===== config.mk =====
export PLATFORM = sky130hd
export DESIGN_NAME = branch_resolver
export DESIGN_NICKNAME = d
export VERILOG_FILES = /design/src/rtl/branch_resolver.sv
export SDC_FILE = /design/constraint.sdc
export NUM_CORES = 1
export LEC_CHECK = 0
export ABC_AREA = 1
export BUFFER_PORTS_ARGS = -buffer_cell sky130_fd_sc_hd__buf_4
export CORE_UTILIZATION = 29
export DETAILED_ROUTE_END_ITERATION = 16
export GPL_TIMING_DRIVEN = 0
export SYNTH_ARGS = -nofsm -noshare
export SYNTH_HDL_FRONTEND = slang
export SYNTH_SLANG_ARGS = --single-unit

===== constraint.sdc =====
create_clock -name vclk -period 2.25
set_input_delay 0.1125 -clock vclk [all_inputs]
set_output_delay 0.1125 -clock vclk [all_outputs]
set_load 0.005 [all_outputs]

===== src/rtl/branch_resolver.sv =====
module branch_resolver #(
  parameter int XLEN  = 32,
  parameter int IMM_W = 16,
  parameter int JMP_W = 26
) (
  input  logic            clk,
  input  logic            rst_n,
  input  logic            delay_mode,
  input  logic            id_valid,
  input  logic            id_stall,
  input  logic [1:0]      br_kind,
  input  logic [XLEN-1:0] id_instr,
  input  logic [XLEN-1:0] id_pc4,
  input  logic [XLEN-1:0] src_val,
  input  logic [XLEN-1:0] fetch_pc4,
  input  logic [XLEN-1:0] fetch_instr,
  output logic [XLEN-1:0] next_pc,
  output logic            redirect,
  output logic            flush_ifid,
  output logic [XLEN-1:0] ifid_instr_in
);
  localparam logic [1:0] K_NONE = 2'b00;
  localparam logic [1:0] K_BEQZ = 2'b01;
  localparam logic [1:0] K_BNEZ = 2'b10;
  localparam logic [1:0] K_JUMP = 2'b11;
  localparam int EXT_W = XLEN - 2 - IMM_W;
  localparam int HI_W  = XLEN - 2 - JMP_W;
  localparam logic [XLEN-1:0] NOP_WORD = '0;

  logic            is_zero;
  logic            cond_met;
  logic            live;
  logic [XLEN-1:0] br_offset;
  logic [XLEN-1:0] br_target;
  logic [XLEN-1:0] jmp_target;

  assign is_zero = (src_val == '0);
  assign live    = id_valid && !id_stall;

  always_comb begin
    case (br_kind)
      K_BEQZ:  cond_met = is_zero;
      K_BNEZ:  cond_met = !is_zero;
      K_JUMP:  cond_met = 1'b1;
      default: cond_met = 1'b0;
    endcase
  end

  assign br_offset  = {{EXT_W{id_instr[IMM_W-1]}}, id_instr[IMM_W-1:0], 2'b00};
  assign br_target  = id_pc4 + br_offset;
  assign jmp_target = {id_pc4[XLEN-1 -: HI_W], id_instr[JMP_W-1:0], 2'b00};

  assign redirect      = live && cond_met;
  assign next_pc       = !redirect ? fetch_pc4 :
                         (br_kind == K_JUMP) ? jmp_target : br_target;
  assign flush_ifid    = redirect && !delay_mode;
  assign ifid_instr_in = flush_ifid ? NOP_WORD : fetch_instr;

  AST_JUMP_ALWAYS: assert property (@(posedge clk) disable iff (!rst_n)
    (id_valid && !id_stall && br_kind == K_JUMP) |-> redirect);
  AST_STALL_QUIET: assert property (@(posedge clk) disable iff (!rst_n)
    (id_stall || !id_valid) |-> (!redirect && !flush_ifid));
  AST_SQUASH_NOP: assert property (@(posedge clk) disable iff (!rst_n)
    (redirect && !delay_mode) |-> (flush_ifid && ifid_instr_in == '0));
  AST_SLOT_KEPT: assert property (@(posedge clk) disable iff (!rst_n)
    delay_mode |-> (!flush_ifid && ifid_instr_in == fetch_instr));
  AST_NONE_QUIET: assert property (@(posedge clk) disable iff (!rst_n)
    (br_kind == K_NONE) |-> !redirect);
  AST_SEQ_PC: assert property (@(posedge clk) disable iff (!rst_n)
    (!id_valid || br_kind == K_NONE) |-> (next_pc == fetch_pc4));
endmodule


==> flow_summary.toml, run 1 <==
[run_status]
status = "complete, no violations"

[power]
p_comb_frac = 1.000
switching_share = 0.520
seq_power_share = 0
p_per_area_nw_per_um2 = 218
internal_power_uw = 550
power.switching_uw = 594
leakage_uw = 0.00337
ir_worst_vdd_v = 0.0000800
clock_power_share = 0

[logic_synthesis]
synth_fp_nets = 937
yosys.area.top_type = "nand2_1"
synth.cell_area_um2 = 3330
seq_area_frac_synth = 0
yosysWarnings = 0
synthesis.instances = 740
avgSynthCellArea_um2 = 4.50
synth.distinct_cells = 26
synth_area_leaders = "nand2_1 (36%), inv_1 (15%), nor2_1 (14%), ha_1 (11%), nand3_1 (8.7%)"
synth_top_area_share = 0.361

[finish]
final_cell_mix = "nand2_1 (320), buf_4 (231), inv_1 (131)"
clkbuf_count = 0
final_common_cell = "nand2_1"
antennaDiodeCount = 0
multi_input_area_um2 = 2770
regArea_um2 = 0
post-route-util = 0.476
drive_gt1_frac = 0.263
fin_nets = 1167
area_delta_synth_final_pct = 57.6
num-fill-cells = 1299
final_cell_area_um2 = 5250
stdcell_count = 1108
seq_cell_count = 0

[grt]
grt_usage = 0.224
overflow = 0
grt_max_degree = 17
grt_pass1_vias = 4593
grt_pass1_wl_um = 21200
antenna_found_initial = 0

[critical_path]
slowest_delay_ns = 0.40
crit_family = "simple AND/OR/NAND/NOR gates"
crit_required_ns = 2.14
criticalPathCategory = "input pin to primary output"
end_kind = "primary output"
slowest_stage = "fa_2"
worst_ep_arrival_time_ns = 2.02
cp_cell_sequence = "buf_4 > ha_2 > fa_2 > nand3_2 > nand3_4 > nand3_2 > nand3b_1 > nand2_1 > nand2_1 > nand2_1 > nand3_2 > nand2_1 > nand2_1 > buf_4"
startpoint_type = "input pin"
crit_buf_inv = 2
crit_fanout = 4
cp_common_cell = "nand2_1"

[die]
die_w_um = 109
io_pins = 233
die_h_um = 109
design.die.area_um2 = 11900
coreArea_um2 = 11000
rows = 38
start_util = 0.302

[placement]
place_inst = 1105
gp_congestion = 0.859
post_dp_cell_area_um2 = 5190
post-dp-hpwl_um = 12000
pre_cts_slack_ns = -0.0859
io_buffers = 225

[timing]
worstMarginPinSlew_ns = 0.628
fin_crit_ns = 2.14
hold_violations = 0
setup_slack_ns = 0.114
finalSetupViolCount = 0
final-max-slew-violation-count = 0
fmax_mhz = 468
slew_headroom = 0.581
min_period_over_period = 0.950

[route]
vias = 4840
wl_per_cell_um = 12.3
viasPerCell = 4.37
wirelength_um = 13600
drt_pass1_iterations = 4
drtAntennaViolNets = 0
drc_errors = 0
drtIter0Drc = 241

[clock_network]
postCtsHoldBufs = 0

[worst_hold_path]
min_path_type = "input pin to primary output"

[job]
maxCapViolations = 0
-- area by class of cell --
| type | instances | area share |
|---|---|---|
| plain buffers | 14 | 0.0184 |
| well taps | 140 | 0.0334 |
| repair buffers | 228 | 0.326 |
| multi-input cells | 593 | 0.527 |
| inverters | 133 | 0.0951 |
-- synth_stat cells (all sizes together) --
| cell | instances |
|---|---|
| mux2i | 1 |
| a21o | 1 |
| nand3b | 2 |
| nor3 | 1 |
| a21oi | 21 |
| nand3 | 59 |
| o21bai | 1 |
| nor2 | 122 |
| o21ai | 11 |
| xnor2 | 7 |
| xor2 | 2 |
| clkbuf | 5 |
| nand2 | 320 |
| and2 | 3 |
| nand4 | 3 |
| ha | 29 |
| inv | 132 |
| or2 | 9 |
| buf | 9 |
| fa | 1 |
| clkinv | 1 |
-- power groups by stage --
stage          Sequential (uW)  Clock [uW]  Combinational (uW)
6_report                     0           0                1140
5_1_grt                      0           0                1290
4_1_cts                      0           0                1130
3_5_place_dp                 0           0                1130
3_3_place_gp                 0           0                1130
2_1_floorplan                0           0                 611
-- per-stage QoR --
stage	TNS [ns]	hold slack (ns)	total power (uW)
2_1_floorplan	0	0.296	611
3_3_place_gp	-0.129	0.488	1130
3_5_place_dp	-0.153	0.491	1130
4_1_cts	0	0.492	1130
5_1_grt	-0.00435	0.506	1290
6_report	0	0.490	1140
-- cell families (layout without fill, tap and decap cells) --
group	count (synthesis)	count (layout)	share of synthesized area
AOI/OAI and AO/OA	34	34	0.0526
xor gates and xnor gates	9	9	0.0237
and+or+nand+nor	519	519	0.627
adders and majority gates	30	30	0.115
muxes	1	1	0.00301
buffers and inverters	147	375	0.179
-- layer usage --
metal  global-route usage  wire, um
met4               0.0143        77
met3               0.0209       770
met2                0.411      6570
met5                    0         0
met1                0.292      6170
-- timing repair --
action,CTS,global route
buffers inserted,0,3
pin swaps,2,6
setup endpoints to repair,6,6
gates resized for setup,2,5
-- final timing paths --
kind | end | slack [ns] | cells after the start | start
worst max-delay path | next_pc[22] | 0.11 | 14 | id_instr[0]
worst min-delay path | next_pc[5] | 0.49 | 4 | fetch_pc4[5]
Note: power is estimated with default switching activity, not from simulation.
==> run 2, diff against run 1 <==
--- a/config.mk
+++ b/config.mk
@@ -7,7 +7,7 @@
 export LEC_CHECK = 0
 export ABC_AREA = 1
 export BUFFER_PORTS_ARGS = -buffer_cell sky130_fd_sc_hd__buf_4
-export CORE_UTILIZATION = 29
+export CORE_UTILIZATION = 30
 export DETAILED_ROUTE_END_ITERATION = 16
 export GPL_TIMING_DRIVEN = 0
 export SYNTH_ARGS = -nofsm -noshare
==> run 2 against run 1 <==
Compared with the run above:
- first-iteration DRC count fell by 4.1%
- total power down 0.12%
- critical path depth stayed put
- critical path type unchanged
- largest power group unchanged
- highest routed layer unchanged
==> flow_summary.toml, run 2 (same netlist as run 1, synthesis figures left out) <==
[finish]
fin_nets = 1166
regArea_um2 = 0
post-route-util = 0.483
clkbuf_count = 0
seq_cell_count = 0
final_common_cell = "nand2_1"
drive_gt1_frac = 0.264
final_cell_mix = "nand2_1 (318), buf_4 (230), inv_1 (131)"
area_delta_synth_final_pct = 57.2
stdcell_count = 1107
antennaDiodeCount = 0

[run_status]
status = "complete, no violations"

[timing]
slew_headroom = 0.592
worstMarginPinSlew_ns = 0.612
fmax_mhz = 466
finalSetupViolCount = 0
fin_crit_ns = 2.15
rsz0062_at_grt = "yes"
final-max-slew-violation-count = 0
min_period_over_period = 0.954
finalSetupTns_ns = 0
hold_violations = 0

[placement]
place_inst = 1105
post-dp-hpwl_um = 11600
gp_congestion = 0.844
io_buffers = 225

[critical_path]
criticalPathCategory = "input pin to primary output"
worst_ep_arrival_time_ns = 2.03
critPathCapture = "next_pc[22]"
cp-startpoint = "id_instr[0]"
end_kind = "primary output"
crit_required_ns = 2.14
crit_fanout = 4
startpoint_type = "input pin"

[grt]
overflow = 0
grt_max_degree = 17
antenna_found_initial = 0
grt_pass1_wl_um = 20200
grt_usage = 0.220
grt_pass1_vias = 4340

[job]
maxCapViolations = 0

[worst_hold_path]
hp-start = "fetch_pc4[3]"
min_path_type = "input pin to primary output"

[power]
finalPower_uw = 1140
ir_worst_vdd_v = 0.0000719
leakage_uw = 0.00337
p_per_area_nw_per_um2 = 218

[route]
viasPerCell = 4.46
vias = 4934
drtIter0Drc = 231
wirelength_um = 13200
wl_per_cell_um = 11.9
drc_errors = 0
drt_pass1_iterations = 5
drtAntennaViolNets = 0

[die]
coreArea_um2 = 10800
start_util = 0.307
rows = 38
design.die.area_um2 = 11500
die_w_um = 107
io_pins = 233
die_h_um = 107

[clock_network]
postCtsHoldBufs = 0
==> run 2: cell count changes in the layout (fill, tap and decap cells not counted) <==
cell     delta
nand3_4     -1
nand2_1     -2
nand2_2     +2
o21ai_1     +1
nand3_1     +1
buf_4       -1
o21ai_0     -1
==> run 2: cell type report <==
class | instances | area [um^2]
Fill cell | 1256 | 5610
Multi-Input combinational cell | 593 | 2760
Tap cell | 140 | 175
Buffer | 14 | 96.3
Timing Repair Buffer | 227 | 1700
Inverter | 133 | 499
==> run 2: worst min-delay path by stage <==
stage | endpoint | slack [ns] | depth (start not counted)
after detailed placement | next_pc[18] | 0.49 | 4
final | next_pc[3] | 0.49 | 4
after CTS | next_pc[6] | 0.49 | 4
after floorplan | ifid_instr_in[0] | 0.30 | 2
after global routing | next_pc[29] | 0.50 | 4
after global placement | next_pc[6] | 0.49 | 4
==> run 2: per-layer routing <==
| metal | part of all wire | GRT usage | up-vias |
|---|---|---|---|
| met5 | 0 | 0 | - |
| met4 | 0.0046 | 0.0186 | 0 |
| met3 | 0.078 | 0.0224 | 4 |
| met2 | 0.47 | 0.405 | 186 |
| met1 | 0.45 | 0.284 | 2075 |
| li1 | - | - | 2669 |
==> run 2: stage by stage <==
| stage | setup WS (ns) | instance area [um^2] | hold WS, ns |
|---|---|---|---|
| floorplan | 0.584 | 3330 | 0.296 |
| global placement | -0.0902 | 5190 | 0.488 |
| detailed placement | -0.0777 | 5190 | 0.491 |
| CTS | 0.0292 | 5200 | 0.491 |
| global route | -0.0443 | 5240 | 0.504 |
| finish | 0.104 | 5240 | 0.489 |
==> run 2: repair_timing <==
item | 4_1_cts | 5_1_grt
setup buffers | 0 | 2
resized for setup | 2 | 6
pin swaps | 2 | 5
setup endpoints to repair | 4 | 7
==> run 2: report_power, final <==
group	internal, uW	leakage, uW	switching [uW]
Clock	0	0	0
Combinational	547	0.00337	595
Sequential	0	0	0
Total	547	0.00337	595
==> run 2: worst max-delay path, stage by stage <==
cell	delay, ns
buf_4	0.12
ha_2	0.21
fa_2	0.40
nand3_1	0.11
nand3_2	0.11
nand3_1	0.09
nand3b_1	0.24
nand2_1	0.16
nand2_1	0.06
nand2_1	0.06
nand3_2	0.09
nand2_1	0.10
nand2_1	0.05
buf_4	0.13
